**src/rtl/tapc_pkg.sv**
```systemverilog
package tapc_pkg;

    typedef enum logic [2:0] {
        CS_IDLE,
        CS_HOLD,
        CS_PAIR,
        CS_LOCK,
        CS_ARM,
        CS_SHUT
    } ctl_state_e;

    typedef struct packed {
        logic st;
        logic dn;
        logic up;
    } btn_t;

    localparam int unsigned NUM_BTN = 3;

    function automatic logic [15:0] sat_step(input logic [15:0] pos,
                                             input logic        go_up,
                                             input logic [15:0] lim);
        if (go_up) return (pos == lim) ? pos : pos + 16'd1;
        else       return (pos == 16'd0) ? pos : pos - 16'd1;
    endfunction

endpackage

```
**src/rtl/tapc_sync.sv**
```systemverilog
module tapc_sync #(
    parameter int unsigned N = 3
) (
    input  logic         clk,
    input  logic         rst,
    input  logic [N-1:0] async_i,
    output logic [N-1:0] sync_o
);
    for (genvar g = 0; g < N; g++) begin : g_bit
        logic s1, s2;
        always_ff @(posedge clk) begin
            if (rst) begin
                s1 <= 1'b0;
                s2 <= 1'b0;
            end else begin
                s1 <= async_i[g];
                s2 <= s1;
            end
        end
        assign sync_o[g] = s2;
    end
endmodule

```
**src/rtl/tapc_debounce.sv**
```systemverilog
module tapc_debounce #(
    parameter int unsigned DB_T = 15
) (
    input  logic clk,
    input  logic rst,
    input  logic tick,
    input  logic press_i,
    output logic held_o
);
    localparam int unsigned CW = $clog2(DB_T + 1);
    localparam logic [CW-1:0] CLIM = CW'(DB_T);

    logic [CW-1:0] cnt;

    always_ff @(posedge clk) begin
        if (rst)                       cnt <= '0;
        else if (!press_i)             cnt <= '0;
        else if (tick && cnt != CLIM)  cnt <= cnt + 1'b1;
    end

    assign held_o = press_i && (cnt == CLIM);

    AST_DEB_ON_TICK: assert property (@(posedge clk) disable iff (rst) $rose(held_o) |-> $past(tick));
endmodule

```
**src/rtl/tapc_ctrl.sv**
```systemverilog
module tapc_ctrl
    import tapc_pkg::*;
#(
    parameter int unsigned TAP_W      = 4,
    parameter int unsigned SLOW_T     = 250,
    parameter int unsigned FAST_AFTER = 1000,
    parameter int unsigned FAST_T     = 50,
    parameter int unsigned SD_T       = 2000,
    parameter int unsigned PAIR_T     = 15
) (
    input  logic             clk,
    input  logic             rst,
    input  logic             tick,
    input  btn_t             held,
    input  logic             load_en,
    input  logic [TAP_W-1:0] load_pos,
    output logic [TAP_W-1:0] tap_o,
    output logic             shut_o,
    output logic             act_o
);
    localparam int unsigned SPAN_LIM = (FAST_AFTER > SD_T) ? FAST_AFTER : SD_T;
    localparam int unsigned SPAN_W   = $clog2(SPAN_LIM + 1);
    localparam int unsigned RC_W     = $clog2(SLOW_T + 2);
    localparam logic [TAP_W-1:0] TAP_MID = TAP_W'(1) << (TAP_W - 1);
    localparam logic [TAP_W-1:0] TAP_MAX = '1;

    ctl_state_e        state;
    logic [TAP_W-1:0]  saved;
    logic [SPAN_W-1:0] span;
    logic [RC_W-1:0]   rep;
    logic              dir_up;

    logic [TAP_W-1:0] tap_inc, tap_dec;
    logic             own, other, rep_due;
    logic [RC_W-1:0]  period;

    always_comb begin
        tap_inc = TAP_W'(sat_step(16'(tap_o), 1'b1, 16'(TAP_MAX)));
        tap_dec = TAP_W'(sat_step(16'(tap_o), 1'b0, 16'(TAP_MAX)));
        own     = dir_up ? held.up : held.dn;
        other   = dir_up ? held.dn : held.up;
        period  = (span >= SPAN_W'(FAST_AFTER)) ? RC_W'(FAST_T) : RC_W'(SLOW_T);
        rep_due = (rep + 1'b1) >= period;
    end

    always_ff @(posedge clk) begin
        if (rst) begin
            state  <= CS_IDLE;
            tap_o  <= TAP_MID;
            saved  <= TAP_MID;
            span   <= '0;
            rep    <= '0;
            dir_up <= 1'b0;
            shut_o <= 1'b0;
            act_o  <= 1'b0;
        end else begin
            act_o <= 1'b0;
            case (state)
                CS_IDLE: begin
                    if (held.up && held.dn) begin
                        state <= CS_PAIR;
                        span  <= '0;
                    end else if (held.up || held.dn) begin
                        tap_o  <= held.up ? tap_inc : tap_dec;
                        dir_up <= held.up;
                        act_o  <= 1'b1;
                        state  <= CS_HOLD;
                        span   <= '0;
                        rep    <= '0;
                    end else if (load_en) begin
                        tap_o <= load_pos;
                    end
                end
                CS_HOLD: begin
                    if (other) begin
                        if (own && span < SPAN_W'(PAIR_T)) begin
                            state <= CS_PAIR;
                            span  <= '0;
                        end else begin
                            state <= CS_LOCK;
                        end
                    end else if (!own) begin
                        state <= CS_IDLE;
                    end else if (tick) begin
                        if (span != SPAN_W'(FAST_AFTER)) span <= span + 1'b1;
                        if (rep_due) begin
                            tap_o <= dir_up ? tap_inc : tap_dec;
                            act_o <= 1'b1;
                            rep   <= '0;
                        end else begin
                            rep <= rep + 1'b1;
                        end
                    end
                end
                CS_PAIR: begin
                    if (!held.up && !held.dn) begin
                        state <= CS_IDLE;
                    end else if (!held.up || !held.dn) begin
                        state <= CS_LOCK;
                    end else if (tick) begin
                        if ((span + 1'b1) >= SPAN_W'(SD_T)) begin
                            state  <= CS_ARM;
                            saved  <= tap_o;
                            tap_o  <= '0;
                            shut_o <= 1'b1;
                        end else begin
                            span <= span + 1'b1;
                        end
                    end
                end
                CS_LOCK: begin
                    if (!held.up && !held.dn) state <= CS_IDLE;
                end
                CS_ARM: begin
                    if (!held.up && !held.dn && !held.st) state <= CS_SHUT;
                end
                CS_SHUT: begin
                    if (held.up || held.dn || held.st) begin
                        tap_o  <= saved;
                        shut_o <= 1'b0;
                        if (held.up && held.dn) begin
                            state <= CS_LOCK;
                        end else if (held.up || held.dn) begin
                            state  <= CS_HOLD;
                            dir_up <= held.up;
                            span   <= '0;
                            rep    <= '0;
                        end else begin
                            state <= CS_IDLE;
                        end
                    end
                end
                default: state <= CS_IDLE;
            endcase
        end
    end

    AST_ONE_STEP: assert property (@(posedge clk) disable iff (rst) (!shut_o && !$past(shut_o) && !$past(load_en)) |-> (tap_o == $past(tap_o) || {1'b0, tap_o} == {1'b0, $past(tap_o)} + 1'b1 || {1'b0, tap_o} + 1'b1 == {1'b0, $past(tap_o)}));
    AST_SHUT_ZERO: assert property (@(posedge clk) disable iff (rst) shut_o |-> tap_o == '0);
    AST_LOCK_HOLD: assert property (@(posedge clk) disable iff (rst) (state == CS_LOCK) |=> $stable(tap_o));
    AST_ACT_AWAKE: assert property (@(posedge clk) disable iff (rst) act_o |-> !shut_o && !$past(shut_o));
endmodule

```
**src/rtl/btn_tap_ctrl.sv**
```systemverilog
module btn_tap_ctrl
    import tapc_pkg::*;
#(
    parameter int unsigned TAP_W      = 4,
    parameter int unsigned DB_T       = 15,
    parameter int unsigned SLOW_T     = 250,
    parameter int unsigned FAST_AFTER = 1000,
    parameter int unsigned FAST_T     = 50,
    parameter int unsigned SD_T       = 2000,
    parameter int unsigned PAIR_T     = 15
) (
    input  logic             clk,
    input  logic             rst,
    input  logic             tick,
    input  logic             up_n,
    input  logic             dn_n,
    input  logic             store_n,
    input  logic             load_en,
    input  logic [TAP_W-1:0] load_pos,
    output logic [TAP_W-1:0] tap,
    output logic             shutdown,
    output logic             activity
);
    logic [NUM_BTN-1:0] raw_press, sync_press, deb;
    btn_t               held;

    assign raw_press = {~store_n, ~dn_n, ~up_n};

    tapc_sync #(.N(NUM_BTN)) u_sync (
        .clk(clk), .rst(rst), .async_i(raw_press), .sync_o(sync_press)
    );

    for (genvar g = 0; g < NUM_BTN; g++) begin : g_deb
        tapc_debounce #(.DB_T(DB_T)) u_deb (
            .clk(clk), .rst(rst), .tick(tick),
            .press_i(sync_press[g]), .held_o(deb[g])
        );
    end

    assign held = btn_t'(deb);

    tapc_ctrl #(
        .TAP_W(TAP_W), .SLOW_T(SLOW_T), .FAST_AFTER(FAST_AFTER),
        .FAST_T(FAST_T), .SD_T(SD_T), .PAIR_T(PAIR_T)
    ) u_ctrl (
        .clk(clk), .rst(rst), .tick(tick), .held(held),
        .load_en(load_en), .load_pos(load_pos),
        .tap_o(tap), .shut_o(shutdown), .act_o(activity)
    );
endmodule

```
**config.mk**
```make
export PLATFORM = sky130hd
export DESIGN_NAME = btn_tap_ctrl
export DESIGN_NICKNAME = d
export VERILOG_FILES = /design/src/rtl/tapc_pkg.sv /design/src/rtl/tapc_sync.sv /design/src/rtl/tapc_debounce.sv /design/src/rtl/tapc_ctrl.sv /design/src/rtl/btn_tap_ctrl.sv
export SDC_FILE = /design/constraint.sdc
export NUM_CORES = 1
export LEC_CHECK = 0
export ABC_AREA = 1
export BUFFER_PORTS_ARGS = -buffer_cell sky130_fd_sc_hd__buf_2
export CAP_MARGIN = 10
export CORE_MARGIN = 2
export CORE_UTILIZATION = 28
export CTS_CLUSTER_SIZE = 16
export DETAILED_ROUTE_END_ITERATION = 8
export SLEW_MARGIN = 5
export SYNTH_ARGS = -nofsm -noshare
export SYNTH_HDL_FRONTEND = slang
export SYNTH_SLANG_ARGS = --single-unit
export TNS_END_PERCENT = 30
```
**constraint.sdc**
```tcl
create_clock -name clk -period 4.5 [get_ports clk]
set_input_delay 0.9 -clock clk [delete_from_list [all_inputs] [get_ports clk]]
set_output_delay 0.9 -clock clk [all_outputs]
set_load 0.01 [all_outputs]
```
==> results <==
- The CTS buffer count is 5.
- After clock tree synthesis, the setup repair step added 0 buffers.
- The placed instance area is 3879 µm².
- The average routed wire per standard cell is 11.85 µm.
- The number of filler cells placed in the layout is 1446.
- Once detailed placement completed, the half-perimeter wirelength came to between 6 and 7 mm.
- For this run, global-route usage on met2 was measured as 22.56%.
- The number of antenna cells inserted is 0.
- Counting buffers and inverters, the worst setup path is 14 cells deep.
- The clock period could shrink to 3070 ps.
- The count of placed standard cells including taps is 774.
- In this run the tightest slew margin relative to its limit is 44.02%.
- The power density of the placed cells is 302.6 nW/µm².
- The number of gates resized after CTS was 0.
- The number of sinks driven by the clock tree is 51.
- Counting flops and latches in the post-synthesis netlist gives 51.
- The summed instance area of the synthesized netlist is 3686 µm².
- The die is roughly 120 µm wide.
- The count of buffers from port buffering is 16.
- The via count of the first global-routing pass is 3366.
- For this run the aggregate overflow at the end of global routing stands at 0.
- The total of hold buffers inserted after clock tree synthesis is 0.
- The clock insertion delay at the later pin of the skew report is roughly 300 ps.
- Along the worst path, the maximum fanout reaches 23.
- By startpoint and endpoint, the worst setup path is classified as reg -> reg.
- The TritonCTS clock tree is built.
- The clock edge transition at the registers on the reported setup and hold paths is 70 ps.
- Cells with a size suffix above 1 make up 9.836% of the layout.
- The final setup skew is 5.190 ps.
- Sorting the synthesized cells by area gives the leading types as sky130_fd_sc_hd__dfxtp_1 (28%), sky130_fd_sc_hd__nand2_1 (16%), sky130_fd_sc_hd__nor2_1 (10%).
- The detailed router finished its first iteration with approximately 260 violations.
- The final number of max-transition violations was 0.
- The number of cells in the finished layout apart from fillers is ~780.
- Of all cell types, the one taking the most synthesized area is sky130_fd_sc_hd__dfxtp_1.
- The signal on the critical path passes through ha_1, nand4_1, ha_1, inv_1, nand2_1, nand2_1, nand2_1, nor2_1, nand3_1, nor2_4, nand2_4, nand2_1, nand2_1, nor2_1.
- The accumulated negative setup slack is 0 ps.
- Setup repair after global routing left no endpoint under its margin.
- Setup violations remaining at the end of the flow were counted as 0.
- For this run, the total global-route usage over all layers was measured as 13.12%.
- The detail route stage leaves a number of antenna-violating nets equal to 0.
- The worst stage delay on the critical path is 560 ps.
- The final standard cell area without fillers is between 4000 and 5000 µm².
- After floorplanning, the core was sized to cover approximately 13000 µm².
- The routing usage on met1 is 16.81%.
- Compared with the post-synthesis result, the final layout area differs by 9.131%.
- At the pin with the least slew margin, the transition time is 836.7 ps.
- The initial antenna violation count is 0.
- The portion of the clock cycle consumed by the worst path in the final layout is approximately two thirds.
- Measured along the y axis, the die boundary spans roughly 120 µm.
- The kind of end point of the critical path is a flip-flop.
- The number of remaining DRC errors is 0.
- The sequential share of the synthesized area is 27.70%.
- The first TritonRoute pass finished after 5 iterations.
- The total via count in the routed design is roughly 3700.
- The number of distinct standard cells referenced by the synthesized netlist is 37.
- The tightest hold margin is 403.9 ps.
- The root buffer cell is sky130_fd_sc_hd__clkbuf_16.
- The first-pass GRT wire length is 15.47 mm.
- Entering global routing, the biggest net connects 24 pins.
- Global routing used under 10% of the available met3 tracks.
- Dividing the detail-routed via count by the number of cells gives 4.682.
- The initial standard-cell utilization of the core is 28.97%.
- The largest delay contributor family on the critical path is simple AND/OR/NAND/NOR gates.
- The top cell type's share of synthesized area is 27.70%.
- The min-delay analysis places its worst path in the category reg -> reg.
- The hold-critical path depth is 2.
- The global routing stage identified its most utilized layer as met2.
- When the netlist entered floorplanning its net count stood at 629.
- Leaving out fill and tap cells, the most frequent cell in the layout is sky130_fd_sc_hd__nand2_1.
- The net count of the finished layout is 634.
- The number of violations of the max-capacitance limit is 0.
- In this run the number of H-tree levels came out at 2.
- STA puts the critical path data required time at 4730 ps.
- During synthesis, Yosys emitted a total of 0 warnings.
- The number of hold violations in the final report is 0.
- The cell seen most often among critical-path stages is sky130_fd_sc_hd__nand2_1.
- STA classifies the critical path startpoint as a flip-flop.
- The placement row count is 41.
- After detailed routing, the total wire length is 9.264 mm.
- The slowest cell on the critical path is sky130_fd_sc_hd__ha_1.
- Based on the critical path, the design can be clocked at up to between 300 and 400 MHz.
- The number of primary I/O pins is 17.
- The post-route total power is 0.001217 W.
- The weighted congestion reported at the end of routability-driven placement is 0.9299.
- Summed over all cells, the static leakage comes to 1.859 nW.
- The area of the die is 14100 µm².
- The number of buffers between clock root and the deepest sink is 2.
- The worst voltage drop across the vdd grid is 148.0 µV.
- At the worst endpoint, the arrival time is around 3300 ps.
- The synthesized area per cell is 6.103 µm².
- The number of cells on the worst reg-to-reg path is 14.
- The run finished with clean final reports.
- In the layout the commonest cells are sky130_fd_sc_hd__nand2_1 (156), sky130_fd_sc_hd__nor2_1 (99), sky130_fd_sc_hd__nand3_1 (65).
- The count of buffer and inverter cells on the critical path is 1.
- Synthesis produced 604 cells.
[path summary, 6_finish.rpt]
path                                             from                  to  slack (ps)
worst min-delay path               u_sync.g_bit[2].s1  u_sync.g_bit[2].s2         400
worst min register to register     u_sync.g_bit[2].s1  u_sync.g_bit[2].s2         400
worst max register to register  g_deb[0].u_deb.cnt[0]      u_ctrl.span[1]        1430
worst max-delay path            g_deb[0].u_deb.cnt[0]      u_ctrl.span[1]        1430
[worst reg2reg max path, delay by kind of cell, from the launching register on]
kind                     cells  cell delay [ps]
AND/OR/NAND/NOR             11             1330
adder cells (fa/ha/maj)      2              790
buffers and inverters        1              530
flip-flops                   1              350
[layer usage]
metal	vias up	wire [µm]
met5	-	0
li1	1954	-
met4	0	131
met2	68	4372
met1	1629	4417
met3	10	343
[through the flow]
stage	util [%]	setup WS, ps
global placement	30.49	1513
CTS	31.62	1455
global route	31.62	1113
floorplan	-	2323
finish	31.62	1430
detailed placement	30.49	1484
[sequential cells by signal (all words and copies together), names as in the netlist]
name and flops:
u_sync.g_bit.s2 3, u_ctrl.span 11, g_deb.u_deb.cnt 12, u_ctrl.rep 8, u_ctrl.saved 4, u_ctrl.tap_o 4
u_ctrl.shut_o 1, u_ctrl.state 3, u_ctrl.dir_up 1, u_ctrl.act_o 1, u_sync.g_bit.s1 3
[area by class of cell]
class	count	area, µm²	share of cell area (%)
Clock inverter	3	18.77	0.4666
Multi-Input combinational cell	460	2281	56.70
Tap cell	172	215.2	5.350
Timing Repair Buffer	16	80.08	1.991
Sequential cell	51	1021	25.38
Clock buffer	5	125.1	3.110
Inverter	75	281.5	6.998
[cells in the mapped netlist]
cell,n
sky130_fd_sc_hd__nand3b_1,2
sky130_fd_sc_hd__buf_1,1
sky130_fd_sc_hd__or2_1,1
sky130_fd_sc_hd__nand2_4,3
sky130_fd_sc_hd__clkbuf_2,1
sky130_fd_sc_hd__o22ai_1,2
sky130_fd_sc_hd__nand2_2,8
sky130_fd_sc_hd__a21oi_4,1
sky130_fd_sc_hd__o2111ai_1,1
sky130_fd_sc_hd__o21bai_1,2
sky130_fd_sc_hd__buf_2,3
sky130_fd_sc_hd__buf_4,2
sky130_fd_sc_hd__o31ai_1,1
sky130_fd_sc_hd__o211ai_1,4
sky130_fd_sc_hd__nor2_4,2
sky130_fd_sc_hd__nor3_1,5
sky130_fd_sc_hd__nor2_8,1
sky130_fd_sc_hd__xor2_1,7
sky130_fd_sc_hd__a21boi_1,2
sky130_fd_sc_hd__buf_6,3
sky130_fd_sc_hd__inv_1,64
sky130_fd_sc_hd__nand3_1,65
sky130_fd_sc_hd__xnor2_1,1
sky130_fd_sc_hd__nand2_1,156
sky130_fd_sc_hd__a21oi_1,26
sky130_fd_sc_hd__clkbuf_1,8
sky130_fd_sc_hd__nand4_1,14
sky130_fd_sc_hd__o311ai_0,4
sky130_fd_sc_hd__nor2_1,99
sky130_fd_sc_hd__o21ai_0,26
sky130_fd_sc_hd__ha_1,14
sky130_fd_sc_hd__or2_2,1
sky130_fd_sc_hd__o21ai_1,3
sky130_fd_sc_hd__dfxtp_1,51
sky130_fd_sc_hd__nand3_2,4
sky130_fd_sc_hd__nor2_2,5
sky130_fd_sc_hd__inv_2,11
[cells by family (layout without fill, tap and decap cells)]
kind of cell / after synthesis / in the layout / share of synthesized area [%]
XOR/XNOR: 8 / 8 / 1.901
flip-flops: 51 / 51 / 27.70
adder cells (fa/ha/maj): 14 / 14 / 4.752
AND/OR/NAND/NOR: 366 / 366 / 43.96
buffers and inverters: 93 / 99 / 10.42
AO/OA/AOI/OAI: 72 / 72 / 11.27
[where the power goes]
part	internal [W]	leakage [nW]	total (W)	switching [W]
sequential	0.000480	0.415	0.000531	0.0000506
combinational	0.000107	1.37	0.000302	0.000195
clock	0.000207	0.0740	0.000385	0.000178
total	0.000794	1.86	0.00122	0.000423
Note: power is estimated with default switching activity, not from simulation.
